### src/rtl/pmd_pkg.sv
package pmd_pkg;
  localparam int PAGE_W = 8;
  localparam int ADDR_W = 16;
  localparam int OFS_W  = ADDR_W - 1;

  typedef struct packed {
    logic              paged;
    logic [PAGE_W-1:0] page;
    logic [OFS_W-1:0]  ofs;
  } xaddr_t;

  typedef struct packed {
    logic kern;
    logic ram;
    logic rr;
  } sel_t;
endpackage

### src/rtl/pmd_addr_split.sv
module pmd_addr_split
  import pmd_pkg::*;
(
  input  logic [PAGE_W-1:0] page_i,
  input  logic [ADDR_W-1:0] addr_i,
  output xaddr_t            xa_o
);
  always_comb begin
    xa_o.paged = ~addr_i[ADDR_W-1];
    xa_o.page  = page_i;
    xa_o.ofs   = addr_i[OFS_W-1:0];
  end
endmodule

### src/rtl/pmd_select.sv
module pmd_select
  import pmd_pkg::*;
#(
  parameter logic [PAGE_W-1:0] RR_BASE_PAGE   = 8'd4,
  parameter logic [PAGE_W-1:0] RAM_HI_PAGE    = 8'd15,
  parameter logic [OFS_W-1:0]  RAM_HI_OFS_LO  = 15'h3000,
  parameter logic [PAGE_W-1:0] RAM_BANK_FIRST = 8'd1,
  parameter logic [PAGE_W-1:0] RAM_BANK_LAST  = 8'd3,
  parameter logic [ADDR_W-1:0] RAM_COM_LO     = 16'h8100,
  parameter logic [ADDR_W-1:0] RAM_COM_HI     = 16'hADFF,
  parameter logic [ADDR_W-1:0] USR_LO         = 16'hC000,
  parameter logic [ADDR_W-1:0] USR_HI         = 16'hC07F,
  parameter logic [ADDR_W-1:0] KERN_COM_LO    = 16'hC100,
  parameter logic [PAGE_W-1:0] KERN_LO_PAGE   = 8'd0,
  parameter logic [PAGE_W-1:0] KERN_HI_FIRST  = 8'd12,
  parameter logic [PAGE_W-1:0] KERN_HI_LAST   = 8'd14
)(
  input  xaddr_t     xa_i,
  input  logic       ram_128k_i,
  output sel_t       sel_o,
  output logic [1:0] rr_bank_o
);
  localparam int RR_PAGES = 4;
  localparam int RR_SEL_W = $clog2(RR_PAGES);

  logic [ADDR_W-1:0] full_addr;
  logic rr_hit, ram_hi_hit, ram_bank_hit, ram_com_hit;
  logic kern_pg_hit, kern_com_hit, user_hole;

  always_comb begin
    full_addr    = {~xa_i.paged, xa_i.ofs};
    rr_hit       = xa_i.paged &&
                   (xa_i.page[PAGE_W-1:RR_SEL_W] == RR_BASE_PAGE[PAGE_W-1:RR_SEL_W]);
    ram_hi_hit   = xa_i.paged && (xa_i.page == RAM_HI_PAGE) &&
                   (xa_i.ofs >= RAM_HI_OFS_LO);
    ram_bank_hit = xa_i.paged && ram_128k_i &&
                   (xa_i.page >= RAM_BANK_FIRST) && (xa_i.page <= RAM_BANK_LAST);
    ram_com_hit  = !xa_i.paged && (full_addr >= RAM_COM_LO) &&
                   (full_addr <= RAM_COM_HI);
    kern_pg_hit  = xa_i.paged && ((xa_i.page == KERN_LO_PAGE) ||
                   ((xa_i.page >= KERN_HI_FIRST) && (xa_i.page <= KERN_HI_LAST)));
    kern_com_hit = !xa_i.paged && (full_addr >= KERN_COM_LO);
    user_hole    = !xa_i.paged && (full_addr >= USR_LO) && (full_addr <= USR_HI);

    sel_o.rr   = rr_hit;
    sel_o.ram  = ram_hi_hit | ram_bank_hit | ram_com_hit;
    sel_o.kern = kern_pg_hit | kern_com_hit;
    rr_bank_o  = rr_hit ? xa_i.page[RR_SEL_W-1:0] : '0;
  end

  // windows never overlap
  always_comb begin
    a_r12_one_select: assert ($countones(sel_o) <= 1)
      else $error("more than one memory select active");
  end

  // reserved peripheral hole stays free of memory selects
  always_comb begin
    if (user_hole)
      a_r11_user_hole_free: assert (sel_o == '0)
        else $error("memory select inside reserved peripheral window");
  end
endmodule

### src/rtl/pmd_strobe.sv
module pmd_strobe
  import pmd_pkg::*;
(
  input  logic       eclk_i,
  input  logic       rd_nwr_i,
  input  sel_t       sel_i,
  input  logic [1:0] rr_bank_i,
  input  logic       wp_lo_i,
  input  logic       wp_hi_i,
  input  logic       rom_mode_i,
  output logic       oe_n_o,
  output logic       we_n_o
);
  logic inhibit;

  always_comb begin
    inhibit = sel_i.rr & (rom_mode_i |
                          (wp_lo_i & ~rr_bank_i[1]) |
                          (wp_hi_i &  rr_bank_i[1]));
    oe_n_o  = ~(eclk_i & rd_nwr_i);
    we_n_o  = ~(eclk_i & ~rd_nwr_i & ~inhibit);
  end

  // a ROM-mode socket never sees a write strobe
  always_comb begin
    if (sel_i.rr && rom_mode_i)
      a_r5_rom_never_written: assert (we_n_o)
        else $error("write strobe reached ROM-mode socket");
  end

  // main RAM writes are never inhibited
  always_comb begin
    if (sel_i.ram && eclk_i && !rd_nwr_i)
      a_r8_ram_unprotected: assert (!we_n_o)
        else $error("main RAM write strobe suppressed");
  end

  // the two strobes are never active together
  always_comb begin
    a_r10_strobes_exclusive: assert (oe_n_o || we_n_o)
      else $error("read and write strobes both active");
  end
endmodule

### src/rtl/paged_mem_decoder.sv
module paged_mem_decoder
  import pmd_pkg::*;
(
  input  logic [7:0]  page_i,
  input  logic [15:0] addr_i,
  input  logic        rd_nwr_i,
  input  logic        eclk_i,
  input  logic        ram_128k_i,
  input  logic        wp_lo_i,
  input  logic        wp_hi_i,
  input  logic        rom_mode_i,
  output logic        kern_cs_n_o,
  output logic        ram_cs_n_o,
  output logic        rr_cs_n_o,
  output logic [1:0]  rr_bank_o,
  output logic        oe_n_o,
  output logic        we_n_o
);
  xaddr_t     xa;
  sel_t       sel;
  logic [1:0] bank;

  pmd_addr_split u_split (
    .page_i (page_i),
    .addr_i (addr_i),
    .xa_o   (xa)
  );

  pmd_select u_select (
    .xa_i       (xa),
    .ram_128k_i (ram_128k_i),
    .sel_o      (sel),
    .rr_bank_o  (bank)
  );

  pmd_strobe u_strobe (
    .eclk_i     (eclk_i),
    .rd_nwr_i   (rd_nwr_i),
    .sel_i      (sel),
    .rr_bank_i  (bank),
    .wp_lo_i    (wp_lo_i),
    .wp_hi_i    (wp_hi_i),
    .rom_mode_i (rom_mode_i),
    .oe_n_o     (oe_n_o),
    .we_n_o     (we_n_o)
  );

  always_comb begin
    kern_cs_n_o = ~sel.kern;
    ram_cs_n_o  = ~sel.ram;
    rr_cs_n_o   = ~sel.rr;
    rr_bank_o   = bank;
  end

  // bank lines only move while the RAM/ROM socket is selected
  always_comb begin
    if (rr_cs_n_o)
      a_r2_bank_idle: assert (rr_bank_o == 2'b00)
        else $error("bank lines active without socket select");
  end
endmodule

### config.mk
export PLATFORM = sky130hd
export DESIGN_NAME = paged_mem_decoder
export DESIGN_NICKNAME = d
export VERILOG_FILES = /design/src/rtl/pmd_pkg.sv /design/src/rtl/pmd_addr_split.sv /design/src/rtl/pmd_select.sv /design/src/rtl/pmd_strobe.sv /design/src/rtl/paged_mem_decoder.sv
export SDC_FILE = /design/constraint.sdc
export NUM_CORES = 1
export LEC_CHECK = 0
export BUFFER_PORTS_ARGS = -buffer_cell sky130_fd_sc_hd__buf_2
export CORE_AREA = 3 3 40 42
export DETAILED_ROUTE_END_ITERATION = 7
export DIE_AREA = 0 0 43 45
export PLACE_DENSITY = 0.75
export SLEW_MARGIN = 20
export SYNTH_ARGS = -nofsm -noshare
export SYNTH_HDL_FRONTEND = slang
export SYNTH_HIERARCHICAL = 1
export SYNTH_SLANG_ARGS = --single-unit
### constraint.sdc
create_clock -name vclk -period 1.7
set_clock_uncertainty 0.2 [all_clocks]
set_input_delay 0.34 -clock vclk [all_inputs]
set_output_delay 0.34 -clock vclk [all_outputs]
set_load 0.01 [all_outputs]
==> results.yml <==
status:
  status: "finished, violations left"
  violations: "negative setup slack"
power:
  power_uw: 95.2
  vdd_drop_max_uv: 78.9
  power_density_nw_per_um2: 186
  combPwrFrac_pct: 100.0
  power_switching_uw: 39.9
  power.share.sequential_pct: 0
  p_leak_uw: 0.000237
  swShare_pct: 41.9
  clkPwrFrac_pct: 0
  internal_power_uw: 55.3
grt:
  grt_max_degree: 6
  grt_pass1_wl_um: 1250
  overflow: 0
  grt_antenna_before_repair: 0
  grt_pass1_vias: 335
  grtUsageTotal_pct: 8.21
finish:
  layout_commonest_cell: "buf_2"
  multiInputGateArea_um2: 218
  layout.core_utilization_pct: 39.8
  regArea_um2: 0
  final_area_um2: 512
  syn_to_final_growth_pct: 71.1
  antenna_cells: 0
  fillerInstances: 147
  final_cell_mix: "21 x buf_2, 8 x buf_6, 4 x buf_4"
  design.seq.count: 0
  nClkBuffers: 0
  nets: 96
  drive_gt1_share_pct: 73.4
worst_setup_path:
  worstPathRequired_ps: 1160
  worst_setup_path_end_kind: "output port"
  cp-start-kind: "input port"
  path_max_fanout: 2
  arrival_ps: 1480
  path_class: "in -> out"
detailed_routing:
  vias: 355
  finalWirelength_um: 853
  drt_iter0_markers: 0
  drc: 0
  wl_per_cell_um: 10.8
  viasPerCell: 4.49
  dr.pass1.iters: 1
  drtAntennaViolNets: 0
timing:
  slew_headroom_pct: 83.6
  rsz0062_at_grt: "true"
  fmax_mhz: 496
  worst_slack_ps: -317
  report.final.slew_viol_count: 0
  fin_crit_ps: 2020
  hold_viol_final: 0
  setup_viol: 6
  finalCritPeriodShare_pct: 119
  worst_slew_pin_slew_ps: 246
  finalSetupTns_ps: -705
floorplan:
  io_pins: 37
  dieHeight_um: 45
  rows: 13
  die_w_um: 43
  initial_core_util_pct: 23.3
  dieArea_um2: 1940
  core_um2: 1280
flow_run:
  maxCapViolCount: 0
placement:
  place_area_um2: 399
  io_buffers: 29
  place_ws_ps: -394
  gp_congestion: 0.649
logic_synthesis:
  syn_avg_cell_area_um2: 6.65
  netlist_instances: 45
  ys_warn_count: 6
  netlist_area_um2: 299
  synth_nets: 75
min_path:
  hold_class: "in -> out"
clock_network:
  postCtsHoldBufs: 0
[worst max-delay path: stages]
cell and delay, ps:
buf_6 90, nor4_4 260, and3b_2 230, and2_4 150, mux2i_1 200, a21oi_2 60
buf_2 140
[what timing repair did]
item	CTS	global route
resized for setup	20	3
pin swaps	6	0
setup buffers	2	1
hold endpoints to repair	0	0
endpoints found under the setup margin	6	6
[per-layer routing]
metal | GRT usage, % | part of all wire (%) | vias up
met5 | 0 | 0 | -
met4 | 0 | 0 | 0
met3 | 1.20 | 11 | 0
met2 | 19.5 | 58 | 19
met1 | 7.38 | 30 | 155
li1 | - | - | 181
[final cells by class]
cell class         instances  share of cell area, %
repair buffers            35                   50.9
well taps                 15                   3.67
inverters                  4                   2.93
multi-input cells         25                   42.5
[stage by stage]
step                hold WS, ps  cells
finish                      745     79
detailed placement          747     78
floorplan                   546     45
global route                759     79
global placement            739     78
CTS                         748     79
[power by group through the flow]
stage / clock, uW / sequential [uW] / combinational (uW)
final: 0 / 0 / 95.2
after global routing: 0 / 0 / 103
after CTS: 0 / 0 / 93.6
after detailed placement: 0 / 0 / 73.4
after global placement: 0 / 0 / 71.0
after floorplan: 0 / 0 / 54.0
[worst paths after layout]
| check | startpoint | end | slack (ps) | cells past startpoint |
|---|---|---|---|---|
| hold / removal | eclk_i | oe_n_o | 750 | 3 |
| setup / recovery | page_i[7] | we_n_o | -320 | 7 |
No activity file was read; power rests on OpenSTA's default activity.
